<file path="config.mk">
export PLATFORM = sky130hd
export DESIGN_NAME = subarray_refresh_arbiter
export DESIGN_NICKNAME = d
export VERILOG_FILES = /design/src/rtl/sarb_pkg.sv /design/src/rtl/sarb_refresh_tracker.sv /design/src/rtl/sarb_act_spacing.sv /design/src/rtl/subarray_refresh_arbiter.sv
export SDC_FILE = /design/constraint.sdc
export NUM_CORES = 1
export LEC_CHECK = 0
export CAP_MARGIN = 20
export CORE_AREA = 2 2 120 64
export DETAILED_ROUTE_END_ITERATION = 7
export DIE_AREA = 0 0 122 66
export SYNTH_ARGS = -nofsm -noshare
export SYNTH_HDL_FRONTEND = slang
export SYNTH_SLANG_ARGS = --single-unit
</file>
<file path="constraint.sdc">
create_clock -name clk -period 2.7 [get_ports clk]
set_input_delay 0.27 -clock clk [delete_from_list [all_inputs] [get_ports clk]]
set_output_delay 0.27 -clock clk [all_outputs]
set_load 0.02 [all_outputs]
</file>
<file path="src/rtl/sarb_pkg.sv">
package sarb_pkg;
  function automatic int imax(input int a, input int b);
    return (a > b) ? a : b;
  endfunction
endpackage

</file>
<file path="src/rtl/sarb_refresh_tracker.sv">
module sarb_refresh_tracker #(
  parameter int ROW_W    = 10,
  parameter int SA_W     = 3,
  parameter int REF_ROWS = 8,
  parameter int TRFC     = 20
) (
  input  logic            clk,
  input  logic            rst_n,
  input  logic            ref_req,
  output logic            busy,
  output logic            start,
  output logic [SA_W-1:0] sa_q,
  output logic [SA_W-1:0] next_sa
);
  localparam int GRP_W = $clog2(REF_ROWS);
  localparam int PTR_W = ROW_W - GRP_W;
  localparam int CNT_W = $clog2(TRFC + 1);
  localparam logic [CNT_W-1:0] RFC_LOAD = CNT_W'(TRFC);

  logic [PTR_W-1:0] grp_ptr;
  logic [CNT_W-1:0] rfc_cnt;

  assign busy    = (rfc_cnt != '0);
  assign start   = ref_req && !busy;
  assign next_sa = grp_ptr[PTR_W-1 -: SA_W];

  always_ff @(posedge clk) begin
    if (!rst_n) begin
      grp_ptr <= '0;
      rfc_cnt <= '0;
      sa_q    <= '0;
    end else if (start) begin
      rfc_cnt <= RFC_LOAD;
      sa_q    <= next_sa;
      grp_ptr <= grp_ptr + 1'b1;
    end else if (busy) begin
      rfc_cnt <= rfc_cnt - 1'b1;
    end
  end
endmodule

</file>
<file path="src/rtl/sarb_act_spacing.sv">
module sarb_act_spacing
  import sarb_pkg::*;
#(
  parameter int TRRD     = 2,
  parameter int TRRD_EXT = 4,
  parameter int TFAW     = 10,
  parameter int TFAW_EXT = 16,
  parameter int WIN      = 4
) (
  input  logic clk,
  input  logic rst_n,
  input  logic fire,
  input  logic ext,
  output logic ok
);
  localparam int AGE_MAX = imax(imax(TRRD, TRRD_EXT), imax(TFAW, TFAW_EXT));
  localparam int AGE_W   = $clog2(AGE_MAX + 1);
  localparam logic [AGE_W-1:0] AMAX  = AGE_W'(AGE_MAX);
  localparam logic [AGE_W-1:0] RRD_N = AGE_W'(TRRD);
  localparam logic [AGE_W-1:0] RRD_X = AGE_W'(TRRD_EXT);
  localparam logic [AGE_W-1:0] FAW_N = AGE_W'(TFAW);
  localparam logic [AGE_W-1:0] FAW_X = AGE_W'(TFAW_EXT);

  logic [AGE_W-1:0] age [WIN];
  logic [WIN-1:0]   vld;
  logic [AGE_W-1:0] rrd_lim, faw_lim;

  function automatic logic [AGE_W-1:0] bump(input logic [AGE_W-1:0] a);
    return (a == AMAX) ? a : a + 1'b1;
  endfunction

  for (genvar i = 0; i < WIN; i++) begin : g_hist
    if (i == 0) begin : g_head
      always_ff @(posedge clk) begin
        if (!rst_n) begin
          age[0] <= '0;
          vld[0] <= 1'b0;
        end else if (fire) begin
          age[0] <= AGE_W'(1);
          vld[0] <= 1'b1;
        end else begin
          age[0] <= bump(age[0]);
        end
      end
    end else begin : g_tail
      always_ff @(posedge clk) begin
        if (!rst_n) begin
          age[i] <= '0;
          vld[i] <= 1'b0;
        end else if (fire) begin
          age[i] <= bump(age[i-1]);
          vld[i] <= vld[i-1];
        end else begin
          age[i] <= bump(age[i]);
        end
      end
    end
  end

  assign rrd_lim = ext ? RRD_X : RRD_N;
  assign faw_lim = ext ? FAW_X : FAW_N;
  assign ok = (!vld[0] || (age[0] >= rrd_lim)) &&
              (!vld[WIN-1] || (age[WIN-1] >= faw_lim));
endmodule

</file>
<file path="src/rtl/subarray_refresh_arbiter.sv">
module subarray_refresh_arbiter #(
  parameter int ROW_W    = 10,
  parameter int SA_W     = 3,
  parameter int REF_ROWS = 8,
  parameter int TRFC     = 20,
  parameter int TRRD     = 2,
  parameter int TRRD_EXT = 4,
  parameter int TFAW     = 10,
  parameter int TFAW_EXT = 16
) (
  input  logic             clk,
  input  logic             rst_n,
  input  logic             ref_req,
  output logic             ref_busy,
  output logic [SA_W-1:0]  ref_sa,
  input  logic             act_valid,
  input  logic [ROW_W-1:0] act_row,
  output logic             act_ready
);
  logic            busy, start, space_ok, conflict, fire;
  logic [SA_W-1:0] sa_q, next_sa, act_sa;

  sarb_refresh_tracker #(
    .ROW_W(ROW_W), .SA_W(SA_W), .REF_ROWS(REF_ROWS), .TRFC(TRFC)
  ) u_trk (
    .clk(clk), .rst_n(rst_n), .ref_req(ref_req),
    .busy(busy), .start(start), .sa_q(sa_q), .next_sa(next_sa)
  );

  sarb_act_spacing #(
    .TRRD(TRRD), .TRRD_EXT(TRRD_EXT), .TFAW(TFAW), .TFAW_EXT(TFAW_EXT), .WIN(4)
  ) u_spc (
    .clk(clk), .rst_n(rst_n), .fire(fire), .ext(busy), .ok(space_ok)
  );

  assign act_sa    = act_row[ROW_W-1 -: SA_W];
  assign conflict  = busy ? (act_sa == sa_q) : (start && (act_sa == next_sa));
  assign act_ready = !conflict && space_ok;
  assign fire      = act_valid && act_ready;
  assign ref_busy  = busy;
  assign ref_sa    = sa_q;
endmodule

</file>
==> qor.yml, run 1 <==
routing:
  via_per_inst: 4.419
  drc: 0
  vias: 1591
  drtIter0Drc: 80
  ant_nets: 0
  wl_um: 4351
  wl_per_cell_um: 12.09
  firstDrtPassIters: 4
pwr:
  power_leakage_uw: 0.001185
  power_density_nw_per_um2: 780.7
  vdd_drop_max_mv: 0.2226
  fin_total_pwr_uw: 2216
clock_tree:
  cts_hold_buf: 0
  path_clk_slew_ns: 0.06
  clockRootBuffer: "clkbuf_16"
  numCtsBuffers: 5
  cts_buffer_depth: 2
  cts_sinks: 39
  post_cts_buffers: 0
  cts_tree: "yes"
  insertion_delay_ns: 0.28
  cts_htree_levels: 2
synth:
  synth_top_area_share: 0.2512
  ys_top_cells_by_count: "nand2_1 (38), xnor2_1 (22), edfxtp_1 (20)"
  yosys_warnings: 0
  yosysUniqueCellTypes: 40
  yosysMostFrequentCell: "nand2_1"
  ys_ff_latch: 39
  avgSynthCellArea_um2: 10.35
  synth-edff-count: 20
  yosysTopAreaCell: "edfxtp_1"
  async_flop_share: 0
  syn_area_um2: 2391
  seq_area_frac_synth: 0.4103
  ys.flop_type: "edfxtp_1"
  yosys-top-cells-area: "edfxtp_1 (25%), dfxtp_1 (16%), ha_1 (8.4%)"
  netlist_instances: 231
floorplan:
  rows: 22
  die_w_um: 122
  core_um2: 7019
  ioPinCount: 19
  dieArea_um2: 8052
  die_h_um: 66
  start_util: 0.3406
placement:
  postPlaceCellArea_um2: 2693
  io_buffers: 11
  routabilityCongestion: 0.7378
  dp_hpwl_um: 3279
critical_path:
  cp-start-kind: "flip-flop"
  path_max_fanout: 24
  required_ns: 2.82
  crit_type: "reg -> reg"
  crit_arrival_ns: 2.63
  end_kind: "flip-flop"
sta:
  finalSetupViolCount: 0
  setup_tns_ns: 0
  clock.fmax_ghz: 0.3984
  rsz0062_at_grt: "no"
  finalHoldViolCount: 0
  drv_slew: 0
  layout_min_cycle_time_ns: 2.510
  finClkSkew_ns: 0.004540
  fin_crit_sh: 0.9297
global_route:
  grt_max_degree: 43
  grt_pass1_vias: 1442
  antenna_found_initial: 0
  grt_pass1_wl_um: 7265
  grt-ovfl-total: 0
  grt_usage: 0.1216
finish:
  area_growth_pct: 18.73
  fill_cells: 704
  antennaDiodeCount: 0
  design_area_um2: 2839
  drive_above_1_share: 0.1098
  fin_nets: 294
worst_hold_path:
  worstHoldPathType: "reg -> reg"
run:
  drv_cap: 0
status:
  status: "finished clean"
-- logic make-up (layout without fill, tap and decap cells) --
| family | Yosys count | in the layout | share of synthesized area |
|---|---|---|---|
| AO/OA/AOI/OAI | 16 | 16 | 0.04709 |
| adder cells (fa/ha/maj) | 16 | 16 | 0.08372 |
| XOR/XNOR | 28 | 28 | 0.1026 |
| buffers and inverters | 23 | 42 | 0.05494 |
| flip-flops | 39 | 39 | 0.4103 |
| other | 1 | 15 | 0.001568 |
| AND/OR/NAND/NOR | 88 | 88 | 0.2151 |
| multiplexers | 20 | 20 | 0.08477 |
-- state kept, by name (all words and copies together), names as in the netlist --
register / count
u_trk.grp_ptr: 7
u_trk.sa_q: 3
u_spc.vld: 4
u_spc.age: 20
u_trk.rfc_cnt: 5
-- worst max-delay path, stage by stage, from the launching register on --
cell and delay (ns):
dfxtp_1 0.35, inv_1 0.07, ha_1 0.22, nand3b_4 0.11, inv_6 0.04, ha_1 0.25, nor2b_1 0.13, o311ai_2 0.26
buf_4 0.16, a22oi_2 0.07, buf_4 0.16, nand4b_4 0.10, buf_12 0.20, mux2i_1 0.22
-- where the power goes --
part           total (uW)  switching [uW]  internal, uW  leakage [uW]
Clock                 584             223           360     0.0000727
Combinational         814             418           396      0.000745
Sequential            819            85.6           733      0.000367
Total                2220             726          1490       0.00118
-- repair_timing --
action | 4_1_cts | 5_1_grt
gates resized for setup | 2 | 3
pin swaps | 0 | 1
endpoints found under the setup margin | 1 | 1
-- metrics by stage --
step,utilization,hold WS [ns],worst slack (ns),instances
final,0.4045,0.4678,0.1899,360
after global routing,0.4045,0.4843,0.03913,360
after CTS,0.4039,0.4728,0.03007,360
after detailed placement,0.3836,0.4587,0.06887,353
after global placement,0.3836,0.4498,0.007290,353
after floorplan,-,0.4347,0.2355,245
-- layout make-up --
class,instances,area (um2),share of cell area
Timing Repair Buffer,19,190.2,0.06699
Clock buffer,6,138.9,0.04892
Sequential cell,39,980.9,0.3455
Multi-Input combinational cell,183,1339,0.4716
Clock inverter,1,5.005,0.001763
Inverter,16,65.06,0.02292
Tap cell,96,120.1,0.04231
-- routing by layer --
metal	share of wire	vias to the layer above	global-route usage
li1	-	840	-
met1	0.60	732	0.1870
met2	0.36	15	0.1494
met3	0.037	4	0.04741
met4	0.0055	0	0.03448
met5	0	-	0
-- worst paths after layout --
path	from	end	slack (ns)	depth (start not counted)
setup reg to reg	u_trk.rfc_cnt[0]	u_spc.age[3][2]	0.19	13
hold reg to reg	u_spc.vld[1]	u_spc.vld[2]	0.47	2
setup / recovery	u_trk.rfc_cnt[0]	u_spc.age[3][2]	0.19	13
hold / removal	u_spc.vld[1]	u_spc.vld[2]	0.47	2
-- placed cells by master, fill, tap and decap left out, drive strengths merged --
cell / n
nand4: 4
edfxtp: 20
mux2i: 18
mux2: 2
nor4: 2
xor2: 6
a21boi: 6
o311ai: 1
nor2b: 8
nand2: 38
nand3b: 1
nand3: 9
clkinv: 1
nand4b: 1
ha: 16
inv: 16
or3: 1
conb: 15
clkdlybuf4s50: 10
nor4bb: 1
a21oi: 1
clkbuf: 7
and4bb: 2
o31a: 1
nor2: 5
a22oi: 1
dfxtp: 19
nor3b: 2
o21ai: 5
and3: 4
nor3: 2
xnor2: 22
a211oi: 1
and2: 8
buf: 8
Power figures use the tool's default switching activity.
==> run 2, diff against run 1 <==
--- a/config.mk
+++ b/config.mk
@@ -9,6 +9,7 @@
 export CORE_AREA = 2 2 120 64
 export DETAILED_ROUTE_END_ITERATION = 7
 export DIE_AREA = 0 0 122 66
+export DONT_BUFFER_PORTS = 1
 export SYNTH_ARGS = -nofsm -noshare
 export SYNTH_HDL_FRONTEND = slang
 export SYNTH_SLANG_ARGS = --single-unit
==> qor.yml, run 2 (same netlist as run 1, synthesis figures left out) <==
status:
  status: "finished clean"  # unchanged
critical_path:
  crit_type: "reg -> out"  # was reg -> reg
  path_max_fanout: 5  # was 24
  timing.rr.end: "u_spc.age[3][2]"  # unchanged
  reg2regPathDepth: 12  # was 13
  end_kind: "output pin"  # was flip-flop
  r2r_slack_ns: 0.15  # was 0.19 ns
  crit_arrival_ns: 2.30  # was 2.63 ns
  reg2reg_from: "u_trk.rfc_cnt[0]"  # unchanged
  required_ns: 2.43  # was 2.82 ns
  cp-start-kind: "flip-flop"  # unchanged
clock_tree:
  cts_buffer_depth: 2  # unchanged
  numCtsBuffers: 5  # unchanged
  path_clk_slew_ns: 0.06  # about the same
  cts_htree_levels: 2  # unchanged
  insertion_delay_ns: 0.28  # about the same
  cts_sinks: 39  # unchanged
  clockRootBuffer: "clkbuf_16"  # unchanged
  cts_tree: "yes"  # unchanged
  cts_hold_buf: 0  # unchanged
pwr:
  p_sw_uw: 729.8  # was 726.4 uW
  power_leakage_uw: 0.001140  # was 0.001185 uW
  switching_share: 0.3274  # was 0.3277
  share_clk_of_total_power: 0.282  # was 0.263
  intPower_uw: 1499  # was 1490 uW
  power_density_nw_per_um2: 813.0  # was 780.7 nW/um2
  vdd_drop_max_mv: 0.3061  # was 0.2226 mV
  pwr-share-seq: 0.367  # was 0.370
  power_frac_comb: 0.351  # was 0.367
global_route:
  grt-ovfl-total: 0  # unchanged
  grt_pass1_wl_um: 7576  # was 7265 um
  grt_usage: 0.1266  # was 0.1216
  grt_pass1_vias: 1462  # was 1442
  grt_max_degree: 43  # unchanged
  antenna_found_initial: 0  # unchanged
sta:
  drv_slew: 0  # unchanged
  fin_crit_sh: 0.9513  # was 0.9297
  layout_min_cycle_time_ns: 2.569  # was 2.510 ns
  finalHoldViolCount: 0  # unchanged
  finClkSkew_ns: 0.003050  # was 0.004540 ns
  setup_tns_ns: 0  # unchanged
  clock.fmax_ghz: 0.3893  # was 0.3984 GHz
  holdWs_ns: 0.1093  # was 0.4678 ns
  finalSetupViolCount: 0  # unchanged
  rsz0062_at_grt: "no"  # unchanged
worst_hold_path:
  min_from: "rst_n"  # was u_spc.vld[1]
  worstHoldEndpoint: "u_trk.grp_ptr[3]"  # was u_spc.vld[2]
  hold_depth: 1  # was 2
  worstHoldPathType: "in -> reg"  # was reg -> reg
finish:
  drive_above_1_share: 0.1186  # was 0.1098
  area_growth_pct: 14.65  # was 18.73%
  antennaDiodeCount: 0  # unchanged
  design_area_um2: 2741  # was 2839 um2
  multi_input_area_um2: 1354  # was 1339 um2
  fill_cells: 698  # was 704
  final_util: 0.3906  # was 0.4045
  regArea_um2: 980.9  # unchanged
  fin_nets: 282  # was 294
  final_cell_mix: "nand2_1 (37), xnor2_1 (22), edfxtp_1 (20), dfxtp_1 (19), mux2i_1 (18)"  # was nand2_1 (38), xnor2_1 (22), edfxtp_1 (20), dfxtp_1 (19), mux2i_1 (18)
  largest_register_ffs: 20  # unchanged
  regMostFlops: "u_spc.age"  # unchanged
  layout_commonest_cell: "nand2_1"  # unchanged
  top_regs: "u_spc.age (20), u_trk.grp_ptr (7), u_trk.rfc_cnt (5)"  # unchanged
floorplan:
  die_h_um: 66  # unchanged
  dieArea_um2: 8052  # unchanged
  core_um2: 7019  # unchanged
  start_util: 0.3406  # unchanged
  die_w_um: 122  # unchanged
  ioPinCount: 19  # unchanged
  rows: 22  # unchanged
routing:
  vias: 1538  # was 1591
  wl_per_cell_um: 12.81  # was 12.09 um
  drtIter0Drc: 67  # was 80
  drc: 0  # unchanged
  wl_um: 4470  # was 4351 um
  via_per_inst: 4.407  # was 4.419
  ant_nets: 0  # unchanged
  firstDrtPassIters: 4  # unchanged
placement:
  postPlaceCellArea_um2: 2547  # was 2693 um2
  io_buffers: 0  # was 11
  routabilityCongestion: 0.7563  # was 0.7378
  dp_hpwl_um: 3266  # was 3279 um
run:
  drv_cap: 0  # unchanged
run 2: cell count changes in the layout (fill, tap and decap cells not counted), sizes merged:
| cell | previous run | this run |
|---|---|---|
| clkinv | 1 | 0 |
| clkbuf | 7 | 8 |
| clkdlybuf4s50 | 10 | 0 |
| buf | 8 | 7 |
run 2: power groups by stage:
stage / sequential [uW] / combinational, uW / clock (uW)
2_1_floorplan: 806 / 590 / 0
3_3_place_gp: 828 / 714 / 0
3_5_place_dp: 829 / 729 / 0
4_1_cts: 817 / 736 / 647
5_1_grt: 835 / 888 / 672
6_report: 819 / 782 / 628
run 2: metal layers:
metal  global-route usage  wire length [um]  vias up
met5                    0                 0        -
met2               0.1522              1564       16
met3              0.04483               176        7
met4              0.04310                53        0
met1               0.1978              2675      699
li1                     -                 -      816
run 2: how the worst max path moves through the flow:
stage                           from         endpoint  slack (ns)
finish              u_trk.rfc_cnt[0]        act_ready        0.13
global placement    u_trk.rfc_cnt[0]  u_spc.age[3][3]        0.06
floorplan           u_trk.rfc_cnt[0]  u_spc.age[3][0]        0.24
global route        u_trk.rfc_cnt[0]  u_spc.age[3][2]       0.002
CTS                 u_trk.rfc_cnt[0]  u_spc.age[3][3]       0.002
detailed placement  u_trk.rfc_cnt[0]  u_spc.age[3][3]        0.03
run 2: critical path: stages, from the launching register on:
cell and delay, ns:
dfxtp_1 0.34, inv_1 0.08, ha_1 0.23, nand3b_4 0.13
inv_6 0.04, ha_1 0.26, nor2b_1 0.15, o311ai_2 0.11
buf_4 0.16, a22oi_2 0.24, nand2_2 0.10, nor2_4 0.19
run 2: layout make-up:
class	count	share of cell area
clock buffer	8	0.05705
inverter	16	0.02373
multi-input combinational	183	0.4938
sequential	39	0.3578
tap	96	0.04382
timing repair buffer	7	0.02373
run 2: what timing repair did:
item	CTS	global route
pin swaps	0	3
gates cloned	0	0
resized for setup	1	5
setup endpoints to repair	1	27
buffers inserted	0	2
run 2: stage by stage:
step                std cells  setup WS [ns]  power [uW]
finish                    349         0.1314        2229
global route              349       0.001710        2394
CTS                       347       0.002155        2201
detailed placement        339        0.03188        1558
global placement          339        0.05981        1542
floorplan                 245         0.2355        1396
